<file path="src/rtl/pdsw_pkg.sv">
package pdsw_pkg;

  typedef enum logic [1:0] {
    PD_OFF  = 2'd0,
    PD_RAMP = 2'd1,
    PD_ON   = 2'd2,
    PD_ISOL = 2'd3
  } pd_state_t;

endpackage

</file>
<file path="src/rtl/pdsw_wait_timer.sv">
module pdsw_wait_timer #(
  parameter int WAIT_CYC = 16
) (
  input  logic clk,
  input  logic rst_n,
  input  logic load,
  output logic expired
);
  localparam int CW = (WAIT_CYC > 1) ? $clog2(WAIT_CYC) : 1;
  localparam logic [CW-1:0] RELOAD = CW'(WAIT_CYC - 1);

  logic [CW-1:0] cnt_q, cnt_d;
  logic          cnt_en;

  always_comb begin
    cnt_en = load || (cnt_q != '0);
    cnt_d  = load ? RELOAD : (cnt_q - 1'b1);
  end

  always_ff @(posedge clk or negedge rst_n) begin
    if (!rst_n)      cnt_q <= '0;
    else if (cnt_en) cnt_q <= cnt_d;
  end

  assign expired = (cnt_q == '0);
endmodule

</file>
<file path="src/rtl/pdsw_step_order.sv">
module pdsw_step_order #(
  parameter int N_SW    = 8,
  parameter bit GROUPED = 1'b0,
  parameter int STEP_W  = 4
) (
  input  logic [STEP_W-1:0] step,
  output logic [N_SW-1:0]   close_mask
);
  localparam int HALF = N_SW / 2;

  int target;

  generate
    if (GROUPED) begin : g_two_groups
      always_comb begin
        if (int'(step) < HALF) target = HALF - 1 - int'(step);
        else                   target = N_SW - 1 - (int'(step) - HALF);
      end
    end else begin : g_linear
      always_comb target = N_SW - 1 - int'(step);
    end
  endgenerate

  always_comb begin
    for (int b = 0; b < N_SW; b++) close_mask[b] = (b == target);
  end
endmodule

</file>
<file path="src/rtl/pdsw_sequencer.sv">
module pdsw_sequencer
  import pdsw_pkg::*;
#(
  parameter int N_SW     = 8,
  parameter int WAIT_CYC = 16,
  parameter bit GROUPED  = 1'b0
) (
  input  logic            clk,
  input  logic            rst_n,
  input  logic            req_on,
  input  logic            req_off,
  output logic [N_SW-1:0] sw_off,
  output logic            iso_en,
  output logic            busy,
  output logic            done
);
  localparam int STEP_W = $clog2(N_SW + 1);
  localparam logic [STEP_W-1:0] LAST_STEP = STEP_W'(N_SW);

  // reset synchronizer: asynchronous assertion, synchronous release
  logic rst_meta, rst_sync_n;
  always_ff @(posedge clk or negedge rst_n) begin
    if (!rst_n) begin
      rst_meta   <= 1'b0;
      rst_sync_n <= 1'b0;
    end else begin
      rst_meta   <= 1'b1;
      rst_sync_n <= rst_meta;
    end
  end

  pd_state_t         state_q, state_d;
  logic [N_SW-1:0]   sw_q, sw_d;
  logic              iso_q, iso_d;
  logic              done_q, done_d;
  logic [STEP_W-1:0] step_q, step_d;
  logic              tmr_load, tmr_exp;
  logic [N_SW-1:0]   close_mask;
  logic [STEP_W-1:0] order_idx;

  pdsw_wait_timer #(.WAIT_CYC(WAIT_CYC)) u_timer (
    .clk     (clk),
    .rst_n   (rst_sync_n),
    .load    (tmr_load),
    .expired (tmr_exp)
  );

  assign order_idx = (state_q == PD_OFF) ? '0 : step_q;

  pdsw_step_order #(.N_SW(N_SW), .GROUPED(GROUPED), .STEP_W(STEP_W)) u_order (
    .step       (order_idx),
    .close_mask (close_mask)
  );

  always_comb begin
    state_d  = state_q;
    sw_d     = sw_q;
    iso_d    = iso_q;
    step_d   = step_q;
    done_d   = 1'b0;
    tmr_load = 1'b0;
    unique case (state_q)
      PD_OFF: if (req_on) begin
        sw_d     = sw_q & ~close_mask;
        step_d   = STEP_W'(1);
        tmr_load = 1'b1;
        state_d  = PD_RAMP;
      end
      PD_RAMP: if (tmr_exp) begin
        if (step_q == LAST_STEP) begin
          iso_d   = 1'b0;
          done_d  = 1'b1;
          state_d = PD_ON;
        end else begin
          sw_d     = sw_q & ~close_mask;
          step_d   = step_q + 1'b1;
          tmr_load = 1'b1;
        end
      end
      PD_ON: if (req_off) begin
        iso_d   = 1'b1;
        state_d = PD_ISOL;
      end
      PD_ISOL: begin
        sw_d    = '1;
        done_d  = 1'b1;
        state_d = PD_OFF;
      end
      default: state_d = PD_OFF;
    endcase
  end

  always_ff @(posedge clk or negedge rst_sync_n) begin
    if (!rst_sync_n) begin
      state_q <= PD_OFF;
      sw_q    <= '1;
      iso_q   <= 1'b1;
      done_q  <= 1'b0;
      step_q  <= '0;
    end else begin
      state_q <= state_d;
      sw_q    <= sw_d;
      iso_q   <= iso_d;
      done_q  <= done_d;
      step_q  <= step_d;
    end
  end

  assign sw_off = sw_q;
  assign iso_en = iso_q;
  assign done   = done_q;
  assign busy   = (state_q == PD_RAMP) || (state_q == PD_ISOL);

  // isolation may be down only with every switch closed
  assert_iso_release_all_closed_R5: assert property (@(posedge clk) disable iff (!rst_sync_n)
    !iso_en |-> (sw_off == '0));

  // a power-down raises isolation before any switch opens
  assert_isolate_before_open_R2: assert property (@(posedge clk) disable iff (!rst_sync_n)
    (state_q == PD_ON && req_off) |=> (iso_en && sw_off == '0));

  // switch pattern frozen while the step timer is running
  assert_hold_between_steps_R4: assert property (@(posedge clk) disable iff (!rst_sync_n)
    (state_q == PD_RAMP && !tmr_exp) |=> $stable(sw_off));

  // each ramp step closes exactly one switch
  assert_one_switch_per_step_R3: assert property (@(posedge clk) disable iff (!rst_sync_n)
    (state_q == PD_RAMP && tmr_exp && step_q != LAST_STEP)
      |=> ($countones(sw_off) + 1 == $countones($past(sw_off))));

  // done never lasts more than one cycle
  assert_done_single_pulse_R7: assert property (@(posedge clk) disable iff (!rst_sync_n)
    done |=> !done);

  // done marks the end of busy, never overlaps it
  assert_done_not_busy_R6: assert property (@(posedge clk) disable iff (!rst_sync_n)
    done |-> !busy);
endmodule

</file>
<file path="config.mk">
export PLATFORM = sky130hd
export DESIGN_NAME = pdsw_sequencer
export DESIGN_NICKNAME = d
export VERILOG_FILES = /design/src/rtl/pdsw_pkg.sv /design/src/rtl/pdsw_wait_timer.sv /design/src/rtl/pdsw_step_order.sv /design/src/rtl/pdsw_sequencer.sv
export SDC_FILE = /design/constraint.sdc
export NUM_CORES = 1
export LEC_CHECK = 0
export ABC_AREA = 1
export ABC_CLOCK_PERIOD_IN_PS = 1000
export CORE_AREA = 10 10 75 61
export DETAILED_ROUTE_END_ITERATION = 10
export DIE_AREA = 0 0 85 71
export GPL_ROUTABILITY_DRIVEN = 1
export MAX_ROUTING_LAYER = met4
export PLACE_DENSITY = 0.73
export SLEW_MARGIN = 15
export SYNTH_ARGS = -nofsm -noshare
export SYNTH_HDL_FRONTEND = slang
export SYNTH_SLANG_ARGS = --single-unit
</file>
<file path="constraint.sdc">
create_clock -name clk -period 1 [get_ports clk]
set_input_delay 0.1 -clock clk [delete_from_list [all_inputs] [get_ports clk]]
set_output_delay 0.1 -clock clk [all_outputs]
set_load 0.1 [all_outputs]
</file>
==> Flow_metrics.wiki, run 1 <==
{| class="wikitable"
! Metric !! Value
|-
| CTS max path bufs || 2
|-
| Synthesized area per cell || 7.52 sq um
|-
| Max Slew Vio Count || 0
|-
| Routed Wire Length || 3280 um
|-
| Proportion of netlist area held by the largest area contributor || ~25%
|-
| # diodes || 0
|-
| Cells after synthesis || roughly 180
|-
| Initial cell density of the core || around 41%
|-
| Leading cell types by count after synthesis || sky130_fd_sc_hd__nand2_1 (86), sky130_fd_sc_hd__inv_1 (14), sky130_fd_sc_hd__dfrtp_1 (13)
|-
| CTS Sinks || 22
|-
| Cells on worst reg2reg path || 7
|-
| Endpoint type of the worst setup path || primary output
|-
| Result of the run || finished, violations left
|-
| Worst-case register-to-register setup slack || -0.37 ns
|-
| Initial drt markers || 59
|-
| Cell breakdown of the critical path || inv_2 > ha_4 > inv_4 > buf_6 > nand2_4 > buf_12
|-
| Final Cycle Share || 139%
|-
| Setup repair after global routing missed its margin || yes
|-
| Area growth from synthesis to final layout || 61.8%
|-
| Summed negative setup slack over all endpoints || -7.69 ns
|-
| Cts bufs inserted || 3
|-
| CORE AREA || around 3200 sq um
|-
| Required time at the endpoint of the critical path || 0.90 ns
|-
| Hold Crit Class || reg -> async
|-
| Gr usage total || between 10 and 15%
|-
| Buf+Inv Stages, Crit Path || 4
|-
| Endpoint of the worst register-to-register path || sw_off[1]
|-
| Drt pass-1 iters || 4
|-
| Worst setup path class || reg -> out
|-
| Top-level I/O count || 15
|-
| WL/cell || 12.1 um
|-
| Crit path max-delay cell type || sky130_fd_sc_hd__dfrtp_1
|-
| EDFF count, synth || 0
|-
| Post-Route Skew || 0.00111 ns
|-
| Detailed-route DRC error count || 0
|-
| Violated checks || setup timing
|-
| Crit path max-delay family || buffers and inverters
|-
| WP data arrival || around 1.3 ns
|-
| Maximum number of pins on one net before global-route repair || 19
|-
| Final Wtd Congestion || 0.919
|-
| Htree depth || 1
|-
| Netlist area before placement || 1320 sq um
|-
| Largest fanout on the critical path || 3
|-
| Number of vias per cell after detailed routing || 4.54
|-
| Share of post-route cells with drive strength above 1 || 44.8%
|-
| Synthesis Warnings || 0
|-
| Clock latency reported for the late side of the worst-skew pair || 0.26 ns
|-
| Wire length of the first global-routing pass || about 5500 um
|-
| Timing-limited maximum frequency || 720 MHz
|-
| Portion of the post-synthesis area used by sequential elements || 42.7%
|-
| Finish-stage setup viols || 30
|-
| Post-synth ARST share || 100%
|-
| Number of antenna violations at the first check in global routing || 0
|-
| FP Rows || 18
|-
| Reg2reg start || state_q[0]
|-
| Width of the die || around 85 um
|-
| Vias || ~1200
|-
| Clock-pin slew of the registers on the worst-case setup and hold paths || 0.07 ns
|-
| Shortest clock period the worst path allows after layout || 1.39 ns
|-
| Startpoint types || flop
|-
| Count of nets after finishing || 243
|-
| Post-detail-place hpwl || 2330 um
|-
| Ranking of synthesized cells by area || sky130_fd_sc_hd__dfrtp_1 (25%), sky130_fd_sc_hd__nand2_1 (25%), sky130_fd_sc_hd__dfstp_2 (18%), sky130_fd_sc_hd__ha_1 (7.6%), sky130_fd_sc_hd__inv_1 (4.0%)
|-
| Final hold violation count || 0
|-
| Main flop type after synthesis || sky130_fd_sc_hd__dfrtp_1
|-
| Total of max-cap violations || 0
|-
| Clock root buffer || sky130_fd_sc_hd__clkbuf_8
|-
| Worst stage delay on the critical path || 0.39 ns
|-
| Gr ovfl total || 0
|-
| Net count after synthesis || 187
|-
| Dominant cell by count in the synthesized netlist || sky130_fd_sc_hd__nand2_1
|-
| Number of global-route vias before repair || between 1000 and 1500
|-
| CTS tree || done
|-
| Cell type contributing the most total cell area after synthesis || sky130_fd_sc_hd__dfrtp_1
|-
| Antenna viol nets, final || 0
|-
| Die Area || 6040 sq um
|-
| Number of buffers inserted by port buffering || 14
|-
| Die Ht || 71 um
|-
| Number of unique standard cell types used by synthesis || 23
|-
| FF+latch count, synth || 22
|-
| Worst Setup Slack, final || -0.389 ns
|}
[area by class of cell]
| cell class | instances | area [sq um] |
|---|---|---|
| clock buffers | 4 | 55.1 |
| fillers | 248 | 1050 |
| inverters | 18 | 71.3 |
| multi-input cells | 134 | 828 |
| flip-flops and latches | 22 | 563 |
| well taps | 40 | 50.0 |
| repair buffers | 52 | 562 |
[cells in the final DEF (no fill, tap or decap), drive strengths merged, types with 3 or more instances in the layout]
master / netlist / routed
clkbuf: 0 / 4
nand3: 5 / 5
dfrtp: 13 / 13
nand2: 88 / 88
xor2: 3 / 3
nor2: 12 / 12
nand4: 5 / 5
o21ai: 9 / 9
dfstp: 9 / 9
clkdlybuf4s50: 0 / 3
ha: 8 / 8
buf: 1 / 48
inv: 17 / 17
[sequential cells by signal, summed over array words and instances, names as in the netlist]
name and cells:
sw_off 8, done 1, u_timer.cnt_q 4, state_q 2
rst_meta 1, iso_en 1, step_q 4, rst_sync_n 1
[logic make-up (layout without fill, tap and decap cells)]
family	count (synthesis)	in the layout	synth area share, %
buffers and inverters	19	74	5.70
AND/OR/NAND/NOR	111	111	37.1
XOR/XNOR	4	4	2.66
adder cells (fa/ha/maj)	8	8	7.60
other	1	1	0.285
flip-flops	22	22	42.7
AO/OA/AOI/OAI	10	10	3.99
[worst max-delay path by stage]
stage	slack [ns]	endpoint	from	depth (start not counted)
global route	-0.49	sw_off[7]	state_q[0]	9
detailed placement	-0.40	sw_off[7]	state_q[1]	9
CTS	-0.40	busy	state_q[1]	6
finish	-0.39	busy	state_q[1]	6
floorplan	-0.26	state_q[0]	state_q[0]	8
global placement	-0.33	sw_off[7]	state_q[1]	9
[through the flow]
stage / instance area [sq um] / hold slack [ns] / cells / worst slack (ns) / util [%]
global placement: 1870 / 0.0595 / 252 / -0.332 / 58.8
detailed placement: 1870 / 0.0623 / 252 / -0.397 / 58.8
floorplan: 1380 / -0.196 / 175 / -0.261 / -
global route: 2130 / 0.0787 / 270 / -0.489 / 67.1
CTS: 2070 / 0.0702 / 268 / -0.398 / 65.2
finish: 2130 / 0.0674 / 270 / -0.389 / 67.1
[routing by layer]
metal	wire length, um	GRT usage (%)
met1	1490	12.4
met2	1680	18.9
met3	87	3.20
met4	27	3.10
met5	0	-
[timing repair]
item	in CTS	in global routing
resized for setup	19	14
setup buffers	11	2
endpoints found under the hold margin	2	0
hold buffers	1	0
endpoints found under the setup margin	30	30
pin swaps	14	15
Power of run 1 is left out: the tool's default activity adds up to more than one toggle a clock period on the data nets, which glitch-free logic cannot reach.
==> inputs of run 2 (changes only) <==
- ABC_CLOCK_PERIOD_IN_PS: 1000 -> 1500
- PLACE_DENSITY: 0.73 -> 0.71
- clock period: 1 -> 1.5 ns (I/O delays scaled with it)
==> Flow_metrics.wiki, run 2 (synthesis gave the netlist of run 1 again) <==
{| class="wikitable"
! Metric !! Value
|-
| WL/cell || 11.8 um (-3.1%)
|-
| CTS Sinks || 22 (unchanged)
|-
| Antenna viol nets, final || 0 (unchanged)
|-
| Result of the run || finished, final reports clean
|-
| Filler Cells Inserted || 278 (+12%)
|-
| Worst setup path class || reg -> out
|-
| Number of antenna violations at the first check in global routing || 0 (unchanged)
|-
| Setup repair after global routing missed its margin || no
|-
| Initial drt markers || 72 (+22%)
|-
| Most frequent cells in the layout || sky130_fd_sc_hd__nand2_1 (84), sky130_fd_sc_hd__buf_4 (13), sky130_fd_sc_hd__dfrtp_1 (12)
|-
| Number of global-route vias before repair || 1077 (-12%)
|-
| WP data arrival || 1.28 ns (about the same)
|-
| Leading cell type in the layout, fill and taps excluded || sky130_fd_sc_hd__nand2_1
|-
| Post-Route Skew || 0.00280 ns (+0.00169 ns)
|-
| Required time at the endpoint of the critical path || 1.35 ns (+0.45 ns)
|-
| Quantity of hold-fixing buffers added after cts || 0 (-1)
|-
| CORE AREA || 3180 sq um (unchanged)
|-
| Die Area || 6040 sq um (unchanged)
|-
| Timing-limited maximum frequency || 698 MHz
|-
| CTS tree || done
|-
| Htree depth || 1 (unchanged)
|-
| Worst-case register-to-register setup slack || 0.12 ns (+0.49 ns)
|-
| Final Wtd Congestion || 0.898 (-2.3%)
|-
| Hold Crit Class || in -> async
|-
| Gr usage total || 9.43% (-1.7 points)
|-
| Startpoint types || flop
|-
| Die Ht || 71 um (unchanged)
|-
| Flip-flop count of the largest register after layout || 8 (unchanged)
|-
| # diodes || 0 (unchanged)
|-
| Gr ovfl total || 0 (unchanged)
|-
| Finish-stage setup viols || 0 (-100%)
|-
| Clock root buffer || sky130_fd_sc_hd__clkbuf_8
|-
| Routed Wire Length || 2880 um (-12%)
|-
| Cts bufs inserted || 3 (unchanged)
|-
| Detailed-route DRC error count || 0 (unchanged)
|-
| Share of post-route cells with drive strength above 1 || 31.2% (-14 points)
|-
| Wire length of the first global-routing pass || 4660 um (-15%)
|-
| Clock latency reported for the late side of the worst-skew pair || 0.26 ns (about the same)
|-
| Count of nets after finishing || 218 (-10%)
|-
| Clock-pin slew of the registers on the worst-case setup and hold paths || 0.07 ns (about the same)
|-
| Final Cycle Share || 95.6%
|-
| FP Rows || 18 (unchanged)
|-
| Largest fanout on the critical path || 7 (+4)
|-
| Summed negative setup slack over all endpoints || 0 ns (+7.69 ns)
|-
| Multi-input gate area || 749 sq um (-9.5%)
|-
| Post-detail-place hpwl || 2190 um (-6.3%)
|-
| Number of vias per cell after detailed routing || 4.62 (+1.8%)
|-
| CTS max path bufs || 2 (unchanged)
|-
| Initial cell density of the core || 41.4% (unchanged)
|-
| Max Slew Vio Count || 0 (unchanged)
|-
| Top-level I/O count || 15 (unchanged)
|-
| Final hold violation count || 0 (unchanged)
|-
| Total of max-cap violations || 0 (unchanged)
|-
| Drt pass-1 iters || 4 (unchanged)
|-
| Maximum number of pins on one net before global-route repair || 13 (-6)
|-
| Endpoint type of the worst setup path || primary output
|-
| Number of buffers inserted by port buffering || 14 (unchanged)
|-
| Area growth from synthesis to final layout || 39.6%
|-
| Shortest clock period the worst path allows after layout || about 1.4 ns
|-
| Width of the die || 85 um (unchanged)
|-
| Vias || 1132 (-7.7%)
|-
| Total area of sequential cells || 563 sq um (unchanged)
|}
run 2: cell types whose count changed in the layout (fill, tap and decap cells not counted), sizes merged:
| cell | previous run | this run |
|---|---|---|
| dlygate4sd3 | 1 | 0 |
| buf | 48 | 24 |
run 2: worst paths after layout:
| kind | start | endpoint | cells past startpoint |
|---|---|---|---|
| min in group clk | rst_meta | rst_sync_n | 0 |
| max in group asynchronous | rst_sync_n | iso_en | 1 |
| worst min-delay path | rst_n | rst_meta | 1 |
| worst max register to register | u_timer.cnt_q[0] | sw_off[7] | 8 |
| worst max-delay path | state_q[1] | busy | 5 |
| worst min register to register | rst_sync_n | step_q[1] | 0 |
run 2: timing repair:
action	in CTS	in global routing
setup endpoints to repair	4	11
resized for setup	4	17
buffers inserted	0	5
pin swaps	0	2
run 2: worst max-delay path, cell delays in order, from the launching register on:
cell and delay [ns]:
sky130_fd_sc_hd__dfrtp_1 0.39, sky130_fd_sc_hd__buf_4 0.15, sky130_fd_sc_hd__ha_2 0.18, sky130_fd_sc_hd__clkinv_4 0.08, sky130_fd_sc_hd__nand2_2 0.07, sky130_fd_sc_hd__buf_12 0.16
run 2: stage by stage:
stage          cell area [sq um]  setup slack, ns  util (%)  std cells  hold WS, ns
2_1_floorplan               1320            0.122         -        175       -0.146
3_3_place_gp                1670          0.00501      52.6        236        0.159
3_5_place_dp                1670          -0.0261      52.6        236        0.171
4_1_cts                     1740         0.000789      54.7        240       0.0376
5_1_grt                     1840         0.000672      57.9        245       0.0273
6_report                    1840           0.0665      57.9        245       0.0408
run 2: area by class of cell:
type                            instances  area share [%]
Clock buffer                            4            3.00
Inverter                               18            3.95
Multi-Input combinational cell        134            40.8
Sequential cell                        22            30.6
Tap cell                               40            2.72
Timing Repair Buffer                   27            18.9
run 2: layer usage:
layer	up-vias	share of wire, %	track usage (%)
li1	597	-	-
met1	515	47	11.0
met2	16	47	14.8
met3	4	4.1	3.09
met4	0	1.2	3.28
met5	-	0	-
Power of run 2 is left out for the same reason.
